==> src/rtl/lcd_split_pkg.sv <==
package lcd_split_pkg;
  typedef enum logic [1:0] {
    TAG_NONE = 2'd0,
    TAG_A    = 2'd1,
    TAG_B    = 2'd2,
    TAG_C    = 2'd3
  } region_tag_e;
endpackage

==> src/rtl/lcd_line_counter.sv <==
// Counts how many width-sized lines fit into an address span, saturating at
// the panel height. One line is added per cycle after start_i.
module lcd_line_counter #(
  parameter int ADDR_W = 24,
  parameter int ROW_W  = 10,
  parameter int COL_W  = 10
) (
  input  logic              clk_i,
  input  logic              rst_ni,
  input  logic              start_i,
  input  logic [ADDR_W-1:0] first_addr_i,
  input  logic [ADDR_W-1:0] last_addr_i,
  input  logic [COL_W-1:0]  stride_i,
  input  logic [ROW_W-1:0]  height_i,
  output logic [ROW_W-1:0]  lines_o,
  output logic              busy_o
);
  logic [ADDR_W-1:0] rem_q, rem_d;
  logic [ROW_W-1:0]  lines_q, lines_d;
  logic              busy_q, busy_d;
  logic [ADDR_W-1:0] stride_ext;

  assign stride_ext = ADDR_W'(stride_i);

  always_comb begin
    rem_d   = rem_q;
    lines_d = lines_q;
    busy_d  = busy_q;
    if (start_i) begin
      rem_d   = last_addr_i - first_addr_i;
      lines_d = (height_i != '0) ? ROW_W'(1) : '0;
      busy_d  = 1'b1;
    end else if (busy_q) begin
      if ((rem_q >= stride_ext) && (lines_q < height_i)) begin
        rem_d   = rem_q - stride_ext;
        lines_d = lines_q + ROW_W'(1);
      end else begin
        busy_d  = 1'b0;
      end
    end
  end

  always_ff @(posedge clk_i or negedge rst_ni) begin
    if (!rst_ni) begin
      rem_q   <= '0;
      lines_q <= '0;
      busy_q  <= 1'b0;
    end else begin
      rem_q   <= rem_d;
      lines_q <= lines_d;
      busy_q  <= busy_d;
    end
  end

  assign lines_o = lines_q;
  assign busy_o  = busy_q;

  // the count never passes the panel height once settled
  assert_lines_bounded_R4: assert property (@(posedge clk_i) disable iff (!rst_ni)
    (!busy_q && !start_i) |-> (lines_q <= height_i));

  // a settled count holds until the next start
  assert_count_settled_R4: assert property (@(posedge clk_i) disable iff (!rst_ni)
    (!busy_q && !start_i) |=> $stable(lines_q));
endmodule

==> src/rtl/lcd_region_select.sv <==
// Chooses the band for a row (top over bottom over remainder) and gives the
// row index inside that band.
module lcd_region_select
  import lcd_split_pkg::*;
#(
  parameter int ROW_W = 10
) (
  input  logic [ROW_W-1:0] row_i,
  input  logic [ROW_W-1:0] height_i,
  input  logic             a_en_i,
  input  logic             b_en_i,
  input  logic [ROW_W-1:0] a_lines_i,
  input  logic [ROW_W-1:0] b_lines_i,
  output region_tag_e      tag_o,
  output logic [ROW_W-1:0] sub_row_o
);
  logic [ROW_W-1:0] b_top;
  logic             a_hit, b_hit;

  assign b_top = height_i - b_lines_i;
  assign a_hit = a_en_i && (row_i < a_lines_i);
  assign b_hit = b_en_i && (row_i >= b_top);

  always_comb begin
    if (a_hit) begin
      tag_o     = TAG_A;
      sub_row_o = row_i;
    end else if (b_hit) begin
      tag_o     = TAG_B;
      sub_row_o = row_i - b_top;
    end else begin
      tag_o     = TAG_C;
      sub_row_o = a_en_i ? (row_i - a_lines_i) : row_i;
    end
  end
endmodule

==> src/rtl/lcd_addr_calc.sv <==
// Forms the fetch address from the band base, line index, stride, column and pan.
module lcd_addr_calc
  import lcd_split_pkg::*;
#(
  parameter int ADDR_W = 24,
  parameter int ROW_W  = 10,
  parameter int COL_W  = 10,
  parameter int PAN_W  = 8
) (
  input  region_tag_e       tag_i,
  input  logic [ROW_W-1:0]  sub_row_i,
  input  logic [COL_W-1:0]  col_i,
  input  logic [COL_W-1:0]  width_i,
  input  logic [ADDR_W-1:0] a_start_i,
  input  logic [ADDR_W-1:0] b_start_i,
  input  logic [ADDR_W-1:0] c_start_i,
  input  logic [PAN_W-1:0]  pan_i,
  output logic [ADDR_W-1:0] addr_o
);
  localparam int STRIDE_W = COL_W + 1;
  localparam int PROD_W   = ROW_W + STRIDE_W;

  logic [STRIDE_W-1:0] stride;
  logic [PROD_W-1:0]   line_off;
  logic [ADDR_W-1:0]   base;
  logic [ADDR_W-1:0]   pan_add;

  always_comb begin
    stride  = {1'b0, width_i};
    base    = c_start_i;
    pan_add = '0;
    unique case (tag_i)
      TAG_A: base = a_start_i;
      TAG_B: base = b_start_i;
      default: begin
        stride  = {width_i, 1'b0};
        base    = c_start_i;
        pan_add = ADDR_W'(pan_i);
      end
    endcase
  end

  assign line_off = PROD_W'(sub_row_i) * PROD_W'(stride);
  assign addr_o   = base + ADDR_W'(line_off) + ADDR_W'(col_i) + pan_add;
endmodule

==> src/rtl/lcd_split_addr_gen.sv <==
module lcd_split_addr_gen
  import lcd_split_pkg::*;
#(
  parameter int ADDR_W = 24,
  parameter int ROW_W  = 10,
  parameter int COL_W  = 10,
  parameter int PAN_W  = 8
) (
  input  logic              clk_i,
  input  logic              rst_ni,
  input  logic              vblank_i,
  input  logic              a_en_i,
  input  logic              b_en_i,
  input  logic [ADDR_W-1:0] a_start_i,
  input  logic [ADDR_W-1:0] a_end_i,
  input  logic [ADDR_W-1:0] b_start_i,
  input  logic [ADDR_W-1:0] b_end_i,
  input  logic [ADDR_W-1:0] c_start_i,
  input  logic [PAN_W-1:0]  pan_i,
  input  logic [ROW_W-1:0]  height_i,
  input  logic [COL_W-1:0]  width_i,
  input  logic [ROW_W-1:0]  row_i,
  input  logic [COL_W-1:0]  col_i,
  output logic [ADDR_W-1:0] fetch_addr_o,
  output logic [1:0]        region_tag_o
);
  localparam int NUM_BANDS = 2;

  // frame-stable copy of the configuration
  logic              sh_a_en, sh_b_en;
  logic [ADDR_W-1:0] sh_a_start, sh_a_end, sh_b_start, sh_b_end, sh_c_start;
  logic [PAN_W-1:0]  sh_pan;
  logic [ROW_W-1:0]  sh_height;
  logic [COL_W-1:0]  sh_width;

  logic vblank_q, load, count_start_q;

  assign load = vblank_i && !vblank_q;

  always_ff @(posedge clk_i or negedge rst_ni) begin
    if (!rst_ni) begin
      vblank_q      <= 1'b0;
      count_start_q <= 1'b0;
    end else begin
      vblank_q      <= vblank_i;
      count_start_q <= load;
    end
  end

  always_ff @(posedge clk_i or negedge rst_ni) begin
    if (!rst_ni) begin
      sh_a_en    <= 1'b0;
      sh_b_en    <= 1'b0;
      sh_a_start <= '0;
      sh_a_end   <= '0;
      sh_b_start <= '0;
      sh_b_end   <= '0;
      sh_c_start <= '0;
      sh_pan     <= '0;
      sh_height  <= '0;
      sh_width   <= '0;
    end else if (load) begin
      sh_a_en    <= a_en_i;
      sh_b_en    <= b_en_i;
      sh_a_start <= a_start_i;
      sh_a_end   <= a_end_i;
      sh_b_start <= b_start_i;
      sh_b_end   <= b_end_i;
      sh_c_start <= c_start_i;
      sh_pan     <= pan_i;
      sh_height  <= height_i;
      sh_width   <= width_i;
    end
  end

  // per-band line counters (index 0 top, 1 bottom)
  logic [ADDR_W-1:0] band_first [NUM_BANDS];
  logic [ADDR_W-1:0] band_last  [NUM_BANDS];
  logic [ROW_W-1:0]  band_lines [NUM_BANDS];
  logic              band_busy  [NUM_BANDS];

  assign band_first[0] = sh_a_start;
  assign band_last[0]  = sh_a_end;
  assign band_first[1] = sh_b_start;
  assign band_last[1]  = sh_b_end;

  for (genvar g = 0; g < NUM_BANDS; g++) begin : g_band
    lcd_line_counter #(
      .ADDR_W(ADDR_W),
      .ROW_W (ROW_W),
      .COL_W (COL_W)
    ) u_lines (
      .clk_i       (clk_i),
      .rst_ni      (rst_ni),
      .start_i     (count_start_q),
      .first_addr_i(band_first[g]),
      .last_addr_i (band_last[g]),
      .stride_i    (sh_width),
      .height_i    (sh_height),
      .lines_o     (band_lines[g]),
      .busy_o      (band_busy[g])
    );
  end

  region_tag_e      sel_tag;
  logic [ROW_W-1:0] sub_row;
  logic [ADDR_W-1:0] calc_addr;

  lcd_region_select #(.ROW_W(ROW_W)) u_select (
    .row_i    (row_i),
    .height_i (sh_height),
    .a_en_i   (sh_a_en),
    .b_en_i   (sh_b_en),
    .a_lines_i(band_lines[0]),
    .b_lines_i(band_lines[1]),
    .tag_o    (sel_tag),
    .sub_row_o(sub_row)
  );

  lcd_addr_calc #(
    .ADDR_W(ADDR_W),
    .ROW_W (ROW_W),
    .COL_W (COL_W),
    .PAN_W (PAN_W)
  ) u_calc (
    .tag_i    (sel_tag),
    .sub_row_i(sub_row),
    .col_i    (col_i),
    .width_i  (sh_width),
    .a_start_i(sh_a_start),
    .b_start_i(sh_b_start),
    .c_start_i(sh_c_start),
    .pan_i    (sh_pan),
    .addr_o   (calc_addr)
  );

  // output stage
  logic [ADDR_W-1:0] addr_d, addr_q;
  region_tag_e       tag_d, tag_q;

  always_comb begin
    if (vblank_i) begin
      addr_d = '0;
      tag_d  = TAG_NONE;
    end else begin
      addr_d = calc_addr;
      tag_d  = sel_tag;
    end
  end

  always_ff @(posedge clk_i or negedge rst_ni) begin
    if (!rst_ni) begin
      addr_q <= '0;
      tag_q  <= TAG_NONE;
    end else begin
      addr_q <= addr_d;
      tag_q  <= tag_d;
    end
  end

  assign fetch_addr_o = addr_q;
  assign region_tag_o = tag_q;

  // blanking yields an idle output on the next cycle
  assert_blank_idle_R2: assert property (@(posedge clk_i) disable iff (!rst_ni)
    vblank_i |=> (region_tag_o == 2'd0 && fetch_addr_o == '0));

  // the frame copy cannot move outside the first blanking cycle
  assert_cfg_frozen_R8: assert property (@(posedge clk_i) disable iff (!rst_ni)
    !load |=> ($stable(sh_a_start) && $stable(sh_b_start) && $stable(sh_c_start)
               && $stable(sh_a_en) && $stable(sh_b_en) && $stable(sh_pan)
               && $stable(sh_width) && $stable(sh_height)));

  // top band's first fetch is its start address
  assert_top_first_R4: assert property (@(posedge clk_i) disable iff (!rst_ni)
    (!vblank_i && !band_busy[0] && sh_a_en && band_lines[0] != '0
     && row_i == '0 && col_i == '0)
    |=> (fetch_addr_o == $past(sh_a_start) && region_tag_o == 2'd1));

  // rows inside the top band never report another band
  assert_top_priority_R7: assert property (@(posedge clk_i) disable iff (!rst_ni)
    (!vblank_i && !band_busy[0] && sh_a_en && row_i < band_lines[0])
    |=> region_tag_o == 2'd1);

  // bottom tag only appears while that band is enabled
  assert_bottom_enabled_R6: assert property (@(posedge clk_i) disable iff (!rst_ni)
    (region_tag_o == 2'd2) |-> sh_b_en);
endmodule

==> config.mk <==
export PLATFORM = sky130hd
export DESIGN_NAME = lcd_split_addr_gen
export DESIGN_NICKNAME = d
export VERILOG_FILES = /design/src/rtl/lcd_split_pkg.sv /design/src/rtl/lcd_line_counter.sv /design/src/rtl/lcd_region_select.sv /design/src/rtl/lcd_addr_calc.sv /design/src/rtl/lcd_split_addr_gen.sv
export SDC_FILE = /design/constraint.sdc
export NUM_CORES = 1
export LEC_CHECK = 0
export ABC_AREA = 0
export BUFFER_PORTS_ARGS = -buffer_cell sky130_fd_sc_hd__buf_2
export CORE_ASPECT_RATIO = 0.9
export CORE_MARGIN = 10
export CORE_UTILIZATION = 35
export CTS_CLUSTER_DIAMETER = 120
export CTS_CLUSTER_SIZE = 30
export DETAILED_ROUTE_END_ITERATION = 8
export HOLD_SLACK_MARGIN = 0.06
export SYNTH_ARGS = -nofsm -noshare
export SYNTH_HDL_FRONTEND = slang
export SYNTH_SLANG_ARGS = --single-unit
==> constraint.sdc <==
create_clock -name clk_i -period 11.2 [get_ports clk_i]
set_clock_uncertainty 0.2 [all_clocks]
set_input_delay 1.12 -clock clk_i [delete_from_list [all_inputs] [get_ports clk_i]]
set_output_delay 1.12 -clock clk_i [all_outputs]
set_load 0.005 [all_outputs]
==> out/summary.json <==
{
  "critPathKind": {"value": "reg2reg"},
  "critPathMaxFanout": {"value": 28},
  "synth_nets": {"value": 2716},
  "drt.antenna.violating_nets": {"value": 0},
  "layout-drive-gt1-share": {"value": 13.7, "unit": "%"},
  "slew_margin_rel": {"value": 24.8, "unit": "%"},
  "insertedDiodeCount": {"value": 0},
  "avgRoutedWirePerCell": {"value": 19.8, "unit": "microns"},
  "post_synth_xor_area_fraction": {"value": 5.12, "unit": "%"},
  "clock_sink_count": {"value": 248},
  "yosys.area.top_type": {"value": "dfrtp_1"},
  "crit_slowest_cell": {"value": "nand2_1"},
  "synth_area_leaders": {"value": "dfrtp_1 31%, fa_1 12%, ha_1 10%"},
  "timing.final.max_slew_violations": {"value": 0},
  "cts_root_buffer": {"value": "clkbuf_16"},
  "die-area": {"value": 0.0682, "unit": "sq mm"},
  "synth_compound_gate_area_share": {"value": 14.0, "unit": "%"},
  "maximum_clock_frequency": {"value": 97.4, "unit": "MHz"},
  "yosys.area_share.simple": {"value": 14.9, "unit": "%"},
  "layout.nets": {"value": 2867},
  "ios": {"value": 199},
  "numCtsBuffers": {"value": 13},
  "post-dp-hpwl": {"value": 50.8, "unit": "mm"},
  "gr_util_all_layers": {"value": 18.1, "unit": "%"},
  "clk_latency": {"value": 0.55, "unit": "ns"},
  "unrepaired_setup_endpoints_after_global_routing": {"value": "no"},
  "cts_hold_buf": {"value": 0},
  "drt_wl_total": {"value": 62.9, "unit": "mm"},
  "yosysWarningCount": {"value": 0},
  "crit_path_max_incr_delay": {"value": 0.59, "unit": "ns"},
  "report.final.hold_viol_count": {"value": 0},
  "timing.final.ws_setup": {"value": 0.938, "unit": "ns"},
  "synth_fa_ha_area_share": {"value": 21.9, "unit": "%"},
  "pre_cts_slack": {"value": 1.09, "unit": "ns"},
  "routed_via_density": {"value": 5.26},
  "cts.clk_slew.worst_paths": {"value": 0.12, "unit": "ns"},
  "dominant_combinational_cell_family_by_area_after_synthesis": {"value": "adder cells"},
  "max_cap_violations": {"value": 0},
  "dieHeight": {"value": 249, "unit": "microns"},
  "place.port_buffers": {"value": 198},
  "syn2layout_area_growth": {"value": 10.7, "unit": "%"},
  "initial_utilization": {"value": 35.5, "unit": "%"},
  "netlist.area_leader.share": {"value": 30.5, "unit": "%"},
  "post_synth_num_cell_types": {"value": 73},
  "async_flop_share": {"value": 100, "unit": "%"},
  "core_area": {"value": 0.0573, "unit": "sq mm"},
  "tritoncts": {"value": "yes"},
  "detail_route.first_pass.iterations": {"value": 7},
  "grt_pass1_vias": {"value": 16800},
  "global_route.overflow_total": {"value": 0},
  "syn_area_per_cell": {"value": 9.02, "unit": "sq um"},
  "status": {"value": "completed"},
  "grt_first_pass_wirelength": {"value": 97.4, "unit": "mm"},
  "grt_max_degree": {"value": 220},
  "synth_sequential_area_ratio": {"value": 30.5, "unit": "%"},
  "antenna_violations_before_repair": {"value": 0},
  "final.min_clock_period": {"value": 10.26, "unit": "ns"},
  "report.final.setup_viol": {"value": 0},
  "synth_mux_area_share": {"value": 6.95, "unit": "%"},
  "whs": {"value": 0.329, "unit": "ns"},
  "finalSetupTns": {"value": 0, "unit": "ns"},
  "crit_path_frequent_cell": {"value": "fa_1"},
  "post_cts_resize_count": {"value": 0},
  "critical_path_arrival": {"value": 10.50, "unit": "ns"},
  "synth_enable_flop_cells": {"value": 0},
  "endpoint_kind": {"value": "register"},
  "gp_routability_congestion": {"value": 0.915},
  "synth-seq-cells": {"value": 248},
  "synthCells": {"value": 2257},
  "die-width": {"value": 274, "unit": "microns"},
  "cts_htree_levels": {"value": 1},
  "max-clock-path-buffers": {"value": 3},
  "worst_setup_path_start_kind": {"value": "register"},
  "leading_cell_type_in_the_layout_fill_and_taps_excluded": {"value": "inv_1"},
  "worstPathRequired": {"value": 11.43, "unit": "ns"},
  "worst-slew-pin-transition": {"value": 1.11, "unit": "ns"},
  "most_used_cells_in_the_layout_excluding_fill_and_tap_cells": {"value": "276 x inv_1, 247 x dfrtp_1, 219 x nand2_1"},
  "rows": {"value": 83},
  "period_share": {"value": 91.6, "unit": "%"},
  "first_iter_violations": {"value": 1098},
  "post-route-drc-count": {"value": 0},
  "synth_flop_cell": {"value": "dfrtp_1"},
  "num_vias": {"value": 16700},
  "cts_setup_buffers": {"value": 0},
  "syn-cell-area": {"value": 0.0203, "unit": "sq mm"},
  "min-delay-path-class": {"value": "reg2reg"}
}
-- synthesized netlist by cell type, drive strengths merged (29+ instances only) --
cell / instances
mux2: 83
o21ai: 156
mux2i: 48
inv: 277
clkbuf: 60
nand2: 219
ha: 169
fa: 117
xor2: 30
a21oi: 125
nor2: 206
a21o: 40
nand2b: 35
nor3: 33
dfrtp: 248
nand3: 29
xnor2: 89
-- routing by layer --
| metal | part of all wire (%) | global-route usage (%) |
|---|---|---|
| met1 | 48 | 25.9 |
| met2 | 43 | 27.5 |
| met3 | 6.5 | 3.40 |
| met4 | 2.7 | 4.50 |
| met5 | 0 | 0 |
-- per-stage QoR --
stage               util (%)  std cells  area (sq um)
floorplan                  -       2257         20300
global placement        38.6       3158         22100
detailed placement      38.6       3158         22100
CTS                     39.3       3178         22500
global route            39.3       3178         22500
finish                  39.3       3178         22500
-- logic make-up after synthesis --
logic type | count (synthesis)
AND/OR/NAND/NOR | 660
AO/OA/AOI/OAI | 465
buffers and inverters | 348
adder cells (fa/ha/maj) | 286
flip-flops | 248
multiplexers | 131
XOR/XNOR | 119
-- final timing paths --
kind / startpoint / endpoint / slack [ns] / depth (start not counted)
min in group asynchronous: rst_ni / sh_height[7] / 0.39 / 1
setup / recovery: g_band[1].u_lines.lines_o[1] / fetch_addr_o[23] / 0.94 / 34
hold / removal: sh_c_start[11] / sh_c_start[11] / 0.33 / 1
setup reg to reg: g_band[1].u_lines.lines_o[1] / fetch_addr_o[23] / 0.94 / 34
hold reg to reg: sh_c_start[11] / sh_c_start[11] / 0.33 / 1
max in group asynchronous: rst_ni / sh_a_end[13] / 9.05 / 2
-- state kept, by name (all words and copies together), names as in the netlist, 2 cells and up --
register,flops
g_band.u_lines.lines_o,20
g_band.u_lines.rem_q,48
sh_a_start,24
sh_b_start,24
sh_height,10
sh_pan,8
sh_b_end,24
region_tag_o,2
sh_width,10
fetch_addr_o,24
sh_c_start,24
g_band.u_lines.busy_o,2
sh_a_end,24
-- layout make-up --
class                      instances  area, sq um
timing repair buffer             207         1090
clock buffer                      13          325
tap                              765          957
inverter                         277         1040
fill                            5899        34800
multi-input combinational       1661        12800
clock inverter                     7         80.1
sequential                       248         6210
-- critical path: cells and delay by family, from the launching register on --
| family | cells | cell delay (ns) |
|---|---|---|
| adder cells (fa/ha/maj) | 8 | 3.43 |
| XOR/XNOR | 1 | 0.14 |
| buffers and inverters | 4 | 0.22 |
| AO/OA/AOI/OAI | 13 | 4.04 |
| AND/OR/NAND/NOR | 8 | 1.65 |
| flip-flops | 1 | 0.45 |
Power is left out: the tool's default activity adds up to more than one toggle a clock period on the data nets, which glitch-free logic cannot reach.
